## config.mk

```make
export PLATFORM = sky130hd
export DESIGN_NAME = codec_frame_rx
export DESIGN_NICKNAME = d
export VERILOG_FILES = /design/src/rtl/codec_frame_pkg.sv /design/src/rtl/frame_tracker.sv /design/src/rtl/slot_capture.sv /design/src/rtl/frame_decode.sv /design/src/rtl/codec_frame_rx.sv
export SDC_FILE = /design/constraint.sdc
export NUM_CORES = 1
export LEC_CHECK = 0
export BUFFER_PORTS_ARGS = -buffer_cell sky130_fd_sc_hd__buf_2
export CAP_MARGIN = 20
export CORE_MARGIN = 2
export CORE_UTILIZATION = 45
export DETAILED_ROUTE_END_ITERATION = 10
export PLACE_DENSITY = 0.66
export SLEW_MARGIN = 40
export SYNTH_ARGS = -nofsm -noshare
export SYNTH_HDL_FRONTEND = slang
export SYNTH_HIERARCHICAL = 1
export SYNTH_SLANG_ARGS = --single-unit
```

## constraint.sdc

```tcl
create_clock -name clk -period 3.61 [get_ports clk]
set_input_delay 0.722 -clock clk [delete_from_list [all_inputs] [get_ports clk]]
set_output_delay 0.722 -clock clk [all_outputs]
set_load 0.05 [all_outputs]
```

## src/rtl/codec_frame_pkg.sv

```systemverilog
package codec_frame_pkg;
  parameter int TAG_W      = 16;
  parameter int SLOT_W     = 20;
  parameter int FRAME_BITS = 256;
  parameter int ADDR_W     = 7;
  parameter int DATA_W     = 16;
  parameter int DAC_W      = 18;
  parameter int ID_W       = 2;
  parameter int N_EVT      = 5;

  localparam int POS_W  = $clog2(FRAME_BITS);
  localparam int HEAD_W = ADDR_W + 1;
  localparam int FLAG_W = 5;

  typedef struct packed {
    logic frame;
    logic addr_ok;
    logic data_ok;
    logic left_ok;
    logic right_ok;
  } tag_flags_t;

  // frame bit index of the last bit of slot k (slot 0 is the tag)
  function automatic int unsigned slot_last(int unsigned k);
    return TAG_W + k * SLOT_W - 1;
  endfunction

  // helpers on the upper DAC_W bits of a completed slot word
  function automatic logic hi_is_read(logic [DAC_W-1:0] w);
    return w[DAC_W-1];
  endfunction

  function automatic logic [ADDR_W-1:0] hi_addr(logic [DAC_W-1:0] w);
    return w[DAC_W-2 -: ADDR_W];
  endfunction

  function automatic logic [DATA_W-1:0] hi_data(logic [DAC_W-1:0] w);
    return w[DAC_W-1 -: DATA_W];
  endfunction

  // command qualification: flags in primary mode, ID match in secondary
  function automatic logic cmd_qualified(tag_flags_t f, logic [ID_W-1:0] tid,
                                         logic [ID_W-1:0] mine, logic need_data);
    if (mine == '0)
      return f.frame & f.addr_ok & (f.data_ok | ~need_data) & (tid == '0);
    else
      return f.frame & (tid == mine);
  endfunction
endpackage

```

## src/rtl/frame_tracker.sv

```systemverilog
module frame_tracker
  import codec_frame_pkg::*;
(
  input  logic             clk,
  input  logic             rst_n,
  input  logic             sync,
  output logic [N_EVT-1:0] slot_end
);
  localparam logic [POS_W-1:0] LAST_POS = POS_W'(FRAME_BITS - 1);

  logic             sync_q;
  logic             running;
  logic [POS_W-1:0] pos_q;
  logic             start;
  logic             bit_valid;
  logic [POS_W-1:0] bit_pos;

  assign start     = sync & ~sync_q;
  assign bit_valid = start | (running & (pos_q != LAST_POS));
  assign bit_pos   = start ? '0 : pos_q + 1'b1;

  always_ff @(posedge clk or negedge rst_n) begin
    if (!rst_n) begin
      sync_q  <= 1'b0;
      running <= 1'b0;
      pos_q   <= '0;
    end else begin
      sync_q <= sync;
      if (bit_valid) begin
        running <= 1'b1;
        pos_q   <= bit_pos;
      end else begin
        running <= 1'b0;
      end
    end
  end

  for (genvar k = 0; k < N_EVT; k++) begin : g_evt
    assign slot_end[k] = bit_valid && (bit_pos == POS_W'(slot_last(k)));
  end

  // events only occur at distinct positions of a live frame
  p_evt_single_r1: assert property (@(posedge clk) disable iff (!rst_n)
    $onehot0(slot_end));
  p_evt_in_frame_r10: assert property (@(posedge clk) disable iff (!rst_n)
    (slot_end != '0) |-> (start || running));
endmodule

```

## src/rtl/slot_capture.sv

```systemverilog
module slot_capture
  import codec_frame_pkg::*;
(
  input  logic             clk,
  input  logic             rst_n,
  input  logic             sdata,
  input  logic             tag_end,
  input  logic             s1_end,
  output tag_flags_t       flags,
  output logic [ID_W-1:0]  tag_id,
  output logic [HEAD_W-1:0] head,
  output logic [DAC_W-1:0] word_hi
);
  logic [SLOT_W-2:0] sh_q;
  logic [SLOT_W-1:0] word_now;

  // word ending on the current sample, MSB first
  assign word_now = {sh_q, sdata};
  assign word_hi  = word_now[SLOT_W-1 -: DAC_W];

  always_ff @(posedge clk or negedge rst_n) begin
    if (!rst_n) begin
      sh_q   <= '0;
      flags  <= '0;
      tag_id <= '0;
      head   <= '0;
    end else begin
      sh_q <= word_now[SLOT_W-2:0];
      if (tag_end) begin
        flags  <= tag_flags_t'(word_now[TAG_W-1 -: FLAG_W]);
        tag_id <= word_now[ID_W-1:0];
      end
      if (s1_end) head <= word_now[SLOT_W-1 -: HEAD_W];
    end
  end

  // tag and head change only at their own slot boundaries
  p_tag_hold_r1: assert property (@(posedge clk) disable iff (!rst_n)
    !$past(tag_end) |-> $stable(flags) && $stable(tag_id));
  p_head_hold_r1: assert property (@(posedge clk) disable iff (!rst_n)
    !$past(s1_end) |-> $stable(head));
endmodule

```

## src/rtl/frame_decode.sv

```systemverilog
module frame_decode
  import codec_frame_pkg::*;
(
  input  logic              clk,
  input  logic              rst_n,
  input  logic              s1_end,
  input  logic              s2_end,
  input  logic              s3_end,
  input  logic              s4_end,
  input  tag_flags_t        flags,
  input  logic [ID_W-1:0]   tag_id,
  input  logic [HEAD_W-1:0] head,
  input  logic [DAC_W-1:0]  word_hi,
  input  logic [ID_W-1:0]   codec_id,
  output logic              wr_stb,
  output logic [ADDR_W-1:0] wr_addr,
  output logic [DATA_W-1:0] wr_data,
  output logic              rd_stb,
  output logic [ADDR_W-1:0] rd_addr,
  output logic              left_stb,
  output logic [DAC_W-1:0]  left_pcm,
  output logic              right_stb,
  output logic [DAC_W-1:0]  right_pcm
);
  logic rd_go, wr_go, left_go, right_go;

  always_comb begin
    rd_go    = s1_end & hi_is_read(word_hi) & cmd_qualified(flags, tag_id, codec_id, 1'b0);
    wr_go    = s2_end & ~head[HEAD_W-1] & cmd_qualified(flags, tag_id, codec_id, 1'b1);
    left_go  = s3_end & flags.frame & flags.left_ok;
    right_go = s4_end & flags.frame & flags.right_ok;
  end

  always_ff @(posedge clk or negedge rst_n) begin
    if (!rst_n) begin
      wr_stb    <= 1'b0;
      rd_stb    <= 1'b0;
      left_stb  <= 1'b0;
      right_stb <= 1'b0;
      wr_addr   <= '0;
      wr_data   <= '0;
      rd_addr   <= '0;
      left_pcm  <= '0;
      right_pcm <= '0;
    end else begin
      wr_stb    <= wr_go;
      rd_stb    <= rd_go;
      left_stb  <= left_go;
      right_stb <= right_go;
      if (rd_go) rd_addr <= hi_addr(word_hi);
      if (wr_go) begin
        wr_addr <= head[ADDR_W-1:0];
        wr_data <= hi_data(word_hi);
      end
      if (left_go)  left_pcm  <= word_hi;
      if (right_go) right_pcm <= word_hi;
    end
  end

  p_wr_timing_r2: assert property (@(posedge clk) disable iff (!rst_n)
    wr_stb |-> $past(s2_end));
  p_rd_timing_r3: assert property (@(posedge clk) disable iff (!rst_n)
    rd_stb |-> $past(s1_end));
  p_left_timing_r7: assert property (@(posedge clk) disable iff (!rst_n)
    left_stb |-> $past(s3_end));
  p_right_timing_r8: assert property (@(posedge clk) disable iff (!rst_n)
    right_stb |-> $past(s4_end));
  p_id_gate_r6: assert property (@(posedge clk) disable iff (!rst_n)
    ((rd_stb || wr_stb) && codec_id != '0) |-> (tag_id == codec_id));
  p_pulse_r9: assert property (@(posedge clk) disable iff (!rst_n)
    (wr_stb || rd_stb || left_stb || right_stb) |=>
      !(wr_stb || rd_stb || left_stb || right_stb));
  p_hold_r9: assert property (@(posedge clk) disable iff (!rst_n)
    !wr_stb |-> $stable(wr_addr) && $stable(wr_data));
endmodule

```

## src/rtl/codec_frame_rx.sv

```systemverilog
module codec_frame_rx
  import codec_frame_pkg::*;
(
  input  logic              clk,
  input  logic              rst_n,
  input  logic              sync,
  input  logic              sdata,
  input  logic [ID_W-1:0]   codec_id,
  output logic              wr_stb,
  output logic [ADDR_W-1:0] wr_addr,
  output logic [DATA_W-1:0] wr_data,
  output logic              rd_stb,
  output logic [ADDR_W-1:0] rd_addr,
  output logic              left_stb,
  output logic [DAC_W-1:0]  left_pcm,
  output logic              right_stb,
  output logic [DAC_W-1:0]  right_pcm
);
  logic [N_EVT-1:0]  slot_end;
  tag_flags_t        flags;
  logic [ID_W-1:0]   tag_id;
  logic [HEAD_W-1:0] head;
  logic [DAC_W-1:0]  word_hi;

  frame_tracker u_track (
    .clk      (clk),
    .rst_n    (rst_n),
    .sync     (sync),
    .slot_end (slot_end)
  );

  slot_capture u_cap (
    .clk     (clk),
    .rst_n   (rst_n),
    .sdata   (sdata),
    .tag_end (slot_end[0]),
    .s1_end  (slot_end[1]),
    .flags   (flags),
    .tag_id  (tag_id),
    .head    (head),
    .word_hi (word_hi)
  );

  frame_decode u_dec (
    .clk       (clk),
    .rst_n     (rst_n),
    .s1_end    (slot_end[1]),
    .s2_end    (slot_end[2]),
    .s3_end    (slot_end[3]),
    .s4_end    (slot_end[4]),
    .flags     (flags),
    .tag_id    (tag_id),
    .head      (head),
    .word_hi   (word_hi),
    .codec_id  (codec_id),
    .wr_stb    (wr_stb),
    .wr_addr   (wr_addr),
    .wr_data   (wr_data),
    .rd_stb    (rd_stb),
    .rd_addr   (rd_addr),
    .left_stb  (left_stb),
    .left_pcm  (left_pcm),
    .right_stb (right_stb),
    .right_pcm (right_pcm)
  );
endmodule

```

-- Word level (Yosys, flattened, before mapping)
Index checks and enable logic that the tools add are counted.
- register bits: 114
- mux-type cells: 4
- add/subtract/negate cells: 1
- equality and inequality tests: 7
- bitwise operators: 18
- reduce and logical (&&, ||, !) cells: 7
- operator list (cell ; number):
    8-bit by 6-bit equality test with 1-bit output, second input constant ; 2
    8-bit by 7-bit equality test with 1-bit output, second input constant ; 2
    1-bit bitwise AND ; 15
    8-bit by 1-bit adder with 8-bit output, second input constant ; 1
    8-bit by 4-bit equality test with 1-bit output, second input constant ; 1
    8-bit 2-to-1 mux ; 1
    8-bit != test, second input constant ; 1
    1-bit logical AND ; 5
    2-bit zero test ; 2
    1-bit 2-to-1 mux ; 3
    2-bit equality test ; 1
    1-bit inverter ; 2
    1-bit bitwise OR ; 1

-- Longest topological paths before layout
- depth after elaboration: 7
- depth in mapped cells: 9
- depth with buffers taken out: 8

-- By module
Netlist, hierarchy kept.
- modules (own cells, without submodules) (module ; cells each ; area an instance (µm²) ; times used ; sequential area each (µm²)):
    frame_decode ; 155 ; 2685.1 ; 1 ; 1751.7
    slot_capture ; 69 ; 1233.7 ; 1 ; 850.8
    frame_tracker ; 78 ; 716.9 ; 1 ; 250.2

-- Least setup slack after synthesis
OpenSTA, ideal clock, no wires.
- path type: register to register
- start: register u_track.pos_q[0]
- end: register u_dec.wr_data[10]
- path slack: 1.055 ns
- data required time: 3.485 ns
- buffers on the path: 2
- arrival: 2.430 ns
- stages on the path, launching flop included: 10
- period minus slack after synthesis: 2.555 ns
- cells stage by stage: dfrtp_1 > ha_1 > and3_2 > a211oi_1 > a31oi_1 > nor3_1 > or4b_1 > buf_2 > buf_6 > mux2_4
- word-level cells in the longest chain between the ends: 6
- ends and longest elaborated chain (element ; RTL line ; text):
    start, declared ; frame_tracker.sv:13 ; logic [POS_W-1:0] pos_q;
    start signal, assigned ; frame_tracker.sv:31 ; pos_q <= bit_pos;
    8-bit by 1-bit adder with 8-bit output / 8-bit != test (equally long branches) ; frame_tracker.sv:20, frame_tracker.sv:19 ;
    8-bit 2-to-1 mux / 1-bit bitwise AND (equally long branches) ; frame_tracker.sv:20, frame_tracker.sv:19 ;
    8-bit by 6-bit equality test with 1-bit output / 1-bit bitwise OR (equally long branches) ; frame_tracker.sv:39, frame_tracker.sv:19 ;
    1-bit logical AND * ; frame_tracker.sv:39 ; assign slot_end[k] = bit_valid && (bit_pos == POS_W'(slot_last(k)));
    via slot_end[2] ; codec_frame_rx.sv:19 ; logic [N_EVT-1:0] slot_end;
    1-bit bitwise AND * (2 in a row) ; frame_decode.sv:29 ; wr_go = s2_end & ~head[HEAD_W-1] & cmd_qualified(flags, tag_id, codec_id, 1'b1);
    end signal, assigned ; frame_decode.sv:53 ; wr_data <= hi_data(word_hi);
    end, declared ; frame_decode.sv:17 ; output logic [DATA_W-1:0] wr_data,
Mark *: on every way through the listed nets, which the timed path passes. The rest lies on a longest branch.
A chain may end at the register's enable or synchronous reset.

-- Worst setup path after layout
- start: register u_track.pos_q[0]
- end: register u_dec.wr_data[9]
Same word-level chain as after synthesis.

==> impl_metrics.yaml <==
worst_setup_path:
  start_kind: "register"
  end_kind: "register"
  crit_type: "register to register"
  arrival_ns: 3.19
  required_ns: 3.98
  crit_fanout: 15
placement:
  dp_slack_ns: 0.830
  gp_congestion: 0.848
  placed_area_um2: 5040
  io_buffers: 75
  hpwlAfterDp_mm: 5.88
  dpl.cell_count: 492
cts:
  cts_max_path_buffers: 2
  clock-root-buffer: "clkbuf_8"
  clk_pin_slew_ns: 0.05
  clock_sinks: 114
  cts_tree: "built"
  post_cts_resized: 0
  cts_max_level: 4
  cts_hold_buf: 0
  post_cts_buffers: 0
  clk_latency_ns: 0.49
  cts_made_buffers: 17
grt:
  grt_antenna_before_repair: 0
  grt_pass1_wl_mm: 14.8
  grt-ovfl-total: 0
  track_usage: 0.174
  grt_max_degree: 63
  grt_pass1_vias: 2768
final_layout:
  drive_above_1_share: 0.523
  num_antenna_cells: 0
  layout_commonest_cell: "dfrtp_1"
  nFillCells: 805
  post-route-util: 0.558
  final_cell_mix: "dfrtp_1 (114), buf_2 (74), mux2_2 (47)"
  fin_cells: 522
  final_nets: 382
  syn2layout_area_growth_pct: 21.9
  final_area_um2: 5650
yosys:
  synth.distinct_cells: 43
  synth_nets: 309
  syn_avg_cell_area_um2: 15.3
  postSynth.asyncResetShare: 1.00
  synth_edf_count: 0
  ys_seq_area_frac: 0.615
  ys_warn_count: 6
  ys_ff_latch: 114
  netlist_area_um2: 4640
  syn_inst: 302
  yosys_most_used_dff: "dfrtp_1"
outcome:
  status: "complete, no violations"
power_and_ir_drop:
  ir_worst_vdd_uv: 286
  powerDensity_nw_per_um2: 587
  power_leakage_nw: 3.04
detailed_routing:
  via_per_inst: 5.11
  drt_iter0_drc: 93
  drc: 0
  post_drt_wl_per_cell_um: 17.3
  dr.pass1.iters: 4
  wl_mm: 9.05
  ant_nets: 0
  vias: 2668
floorplan:
  fp.dieArea_um2: 11100
  start_util: 0.457
  die_h_um: 105
  row_count: 37
  num_io_pins: 76
  core_area_um2: 10100
  die_width_um: 105
timing:
  finalSetupViolations: 0
  fin_crit_ns: 2.82
  setup_tns_ns: 0
  worst_slack_ns: 0.787
  worst_pin_slew_ns: 0.573
  rsz0062_at_grt: "no"
  fin_crit_sh: 0.782
  finalHoldViolCount: 0
  maxSlewHeadroom: 0.617
  final_max_slew_viol_count: 0
  worst_clock_skew_ns: 0.00875
  fmax_mhz: 354
flow_run:
  cap_violations: 0
hold_path:
  hold_class: "input port to async pin"
==> power by group <==
part	switching, mW	leakage (nW)	internal [mW]
sequential	0.0834	1.53	1.34
combinational	0.0885	1.20	0.103
clock	0.545	0.306	1.16
==> synth_stat cells (2+ instances only) <==
library cell | number | area, um2
mux2_4 | 34 | 510
a311oi_1 | 2 | 17.5
xor2_1 | 6 | 52.6
xnor2_1 | 3 | 26.3
and2_1 | 2 | 12.5
dfrtp_1 | 114 | 2850
a21oi_1 | 3 | 15.0
buf_6 | 5 | 56.3
inv_1 | 3 | 11.3
a31oi_1 | 3 | 18.8
clkbuf_1 | 3 | 11.3
o211ai_1 | 2 | 15.0
mux2_2 | 47 | 529
nand3_1 | 8 | 40.0
nand2_1 | 5 | 18.8
nor2b_1 | 2 | 12.5
a211o_1 | 2 | 17.5
nor3_1 | 6 | 30.0
buf_4 | 20 | 150
buf_2 | 2 | 10.0
nor2_1 | 8 | 30.0
==> stage by stage <==
| step | hold slack (ns) | power (mW) |
|---|---|---|
| 5_1_grt | 0.231 | 3.45 |
| 3_5_place_dp | 0.366 | 1.63 |
| 2_1_floorplan | 0.354 | 1.59 |
| 6_report | 0.184 | 3.32 |
| 4_1_cts | 0.310 | 3.36 |
| 3_3_place_gp | 0.374 | 1.63 |
==> worst max-delay path: stages (launching register included) <==
cell and delay [ns]:
dfrtp_1 0.45, ha_1 0.33, and3_2 0.28, and2_1 0.17, a31oi_1 0.16, nor3_1 0.25
or4b_1 0.48, buf_4 0.25, mux2_4 0.33
==> routing by layer <==
metal | share of wire | track usage | vias to the layer above
met2 | 0.48 | 0.269 | 68
met4 | 0.012 | 0.0771 | 0
met5 | 0 | 0 | -
li1 | - | - | 1204
met3 | 0.039 | 0.0414 | 6
met1 | 0.47 | 0.236 | 1390
==> layout make-up <==
type	instances	area [um2]	share of cell area
inverters	3	11.3	0.00199
flip-flops and latches	114	2850	0.505
clock buffers	20	455	0.0806
repair buffers	84	462	0.0817
clock inverters	10	158	0.0279
well taps	136	170	0.0301
multi-input cells	155	1540	0.273
==> path summary, 6_finish.rpt <==
kind	startpoint	end	slack, ns	cells past startpoint
setup / recovery	u_track/pos_q[0]	u_dec/wr_data[9]	0.79	8
hold / removal	rst_n	u_dec/wr_data[12]	0.18	1
setup reg to reg	u_track/pos_q[0]	u_dec/wr_data[9]	0.79	8
hold reg to reg	u_cap/sh_q[0]	u_cap/sh_q[1]	0.38	0
max in group asynchronous	rst_n	u_cap/head[0]	2.73	2
min in group clk	sync	u_track/sync_q	0.36	1
==> cells by family (layout without fill, tap and decap cells) <==
family,after synthesis,count (layout),share of synthesized area
adder cells (fa/ha/maj),1,1,0.00270
multiplexers,82,82,0.226
AO/OA/AOI/OAI,19,19,0.0297
XOR/XNOR,9,9,0.0170
AND/OR/NAND/NOR,44,44,0.0572
flip-flops,114,114,0.615
buffers and inverters,33,117,0.0515
==> sequential cells by signal, indices dropped and copies added, names as in the netlist, 2 cells and up <==
signal,count
u_cap/flags,5
u_cap/head,8
u_cap/sh_q,19
u_cap/tag_id,2
u_dec/left_pcm,18
u_dec/rd_addr,7
u_dec/right_pcm,18
u_dec/wr_addr,7
u_dec/wr_data,16
u_track/pos_q,8
(Power assumes the default switching activity.)
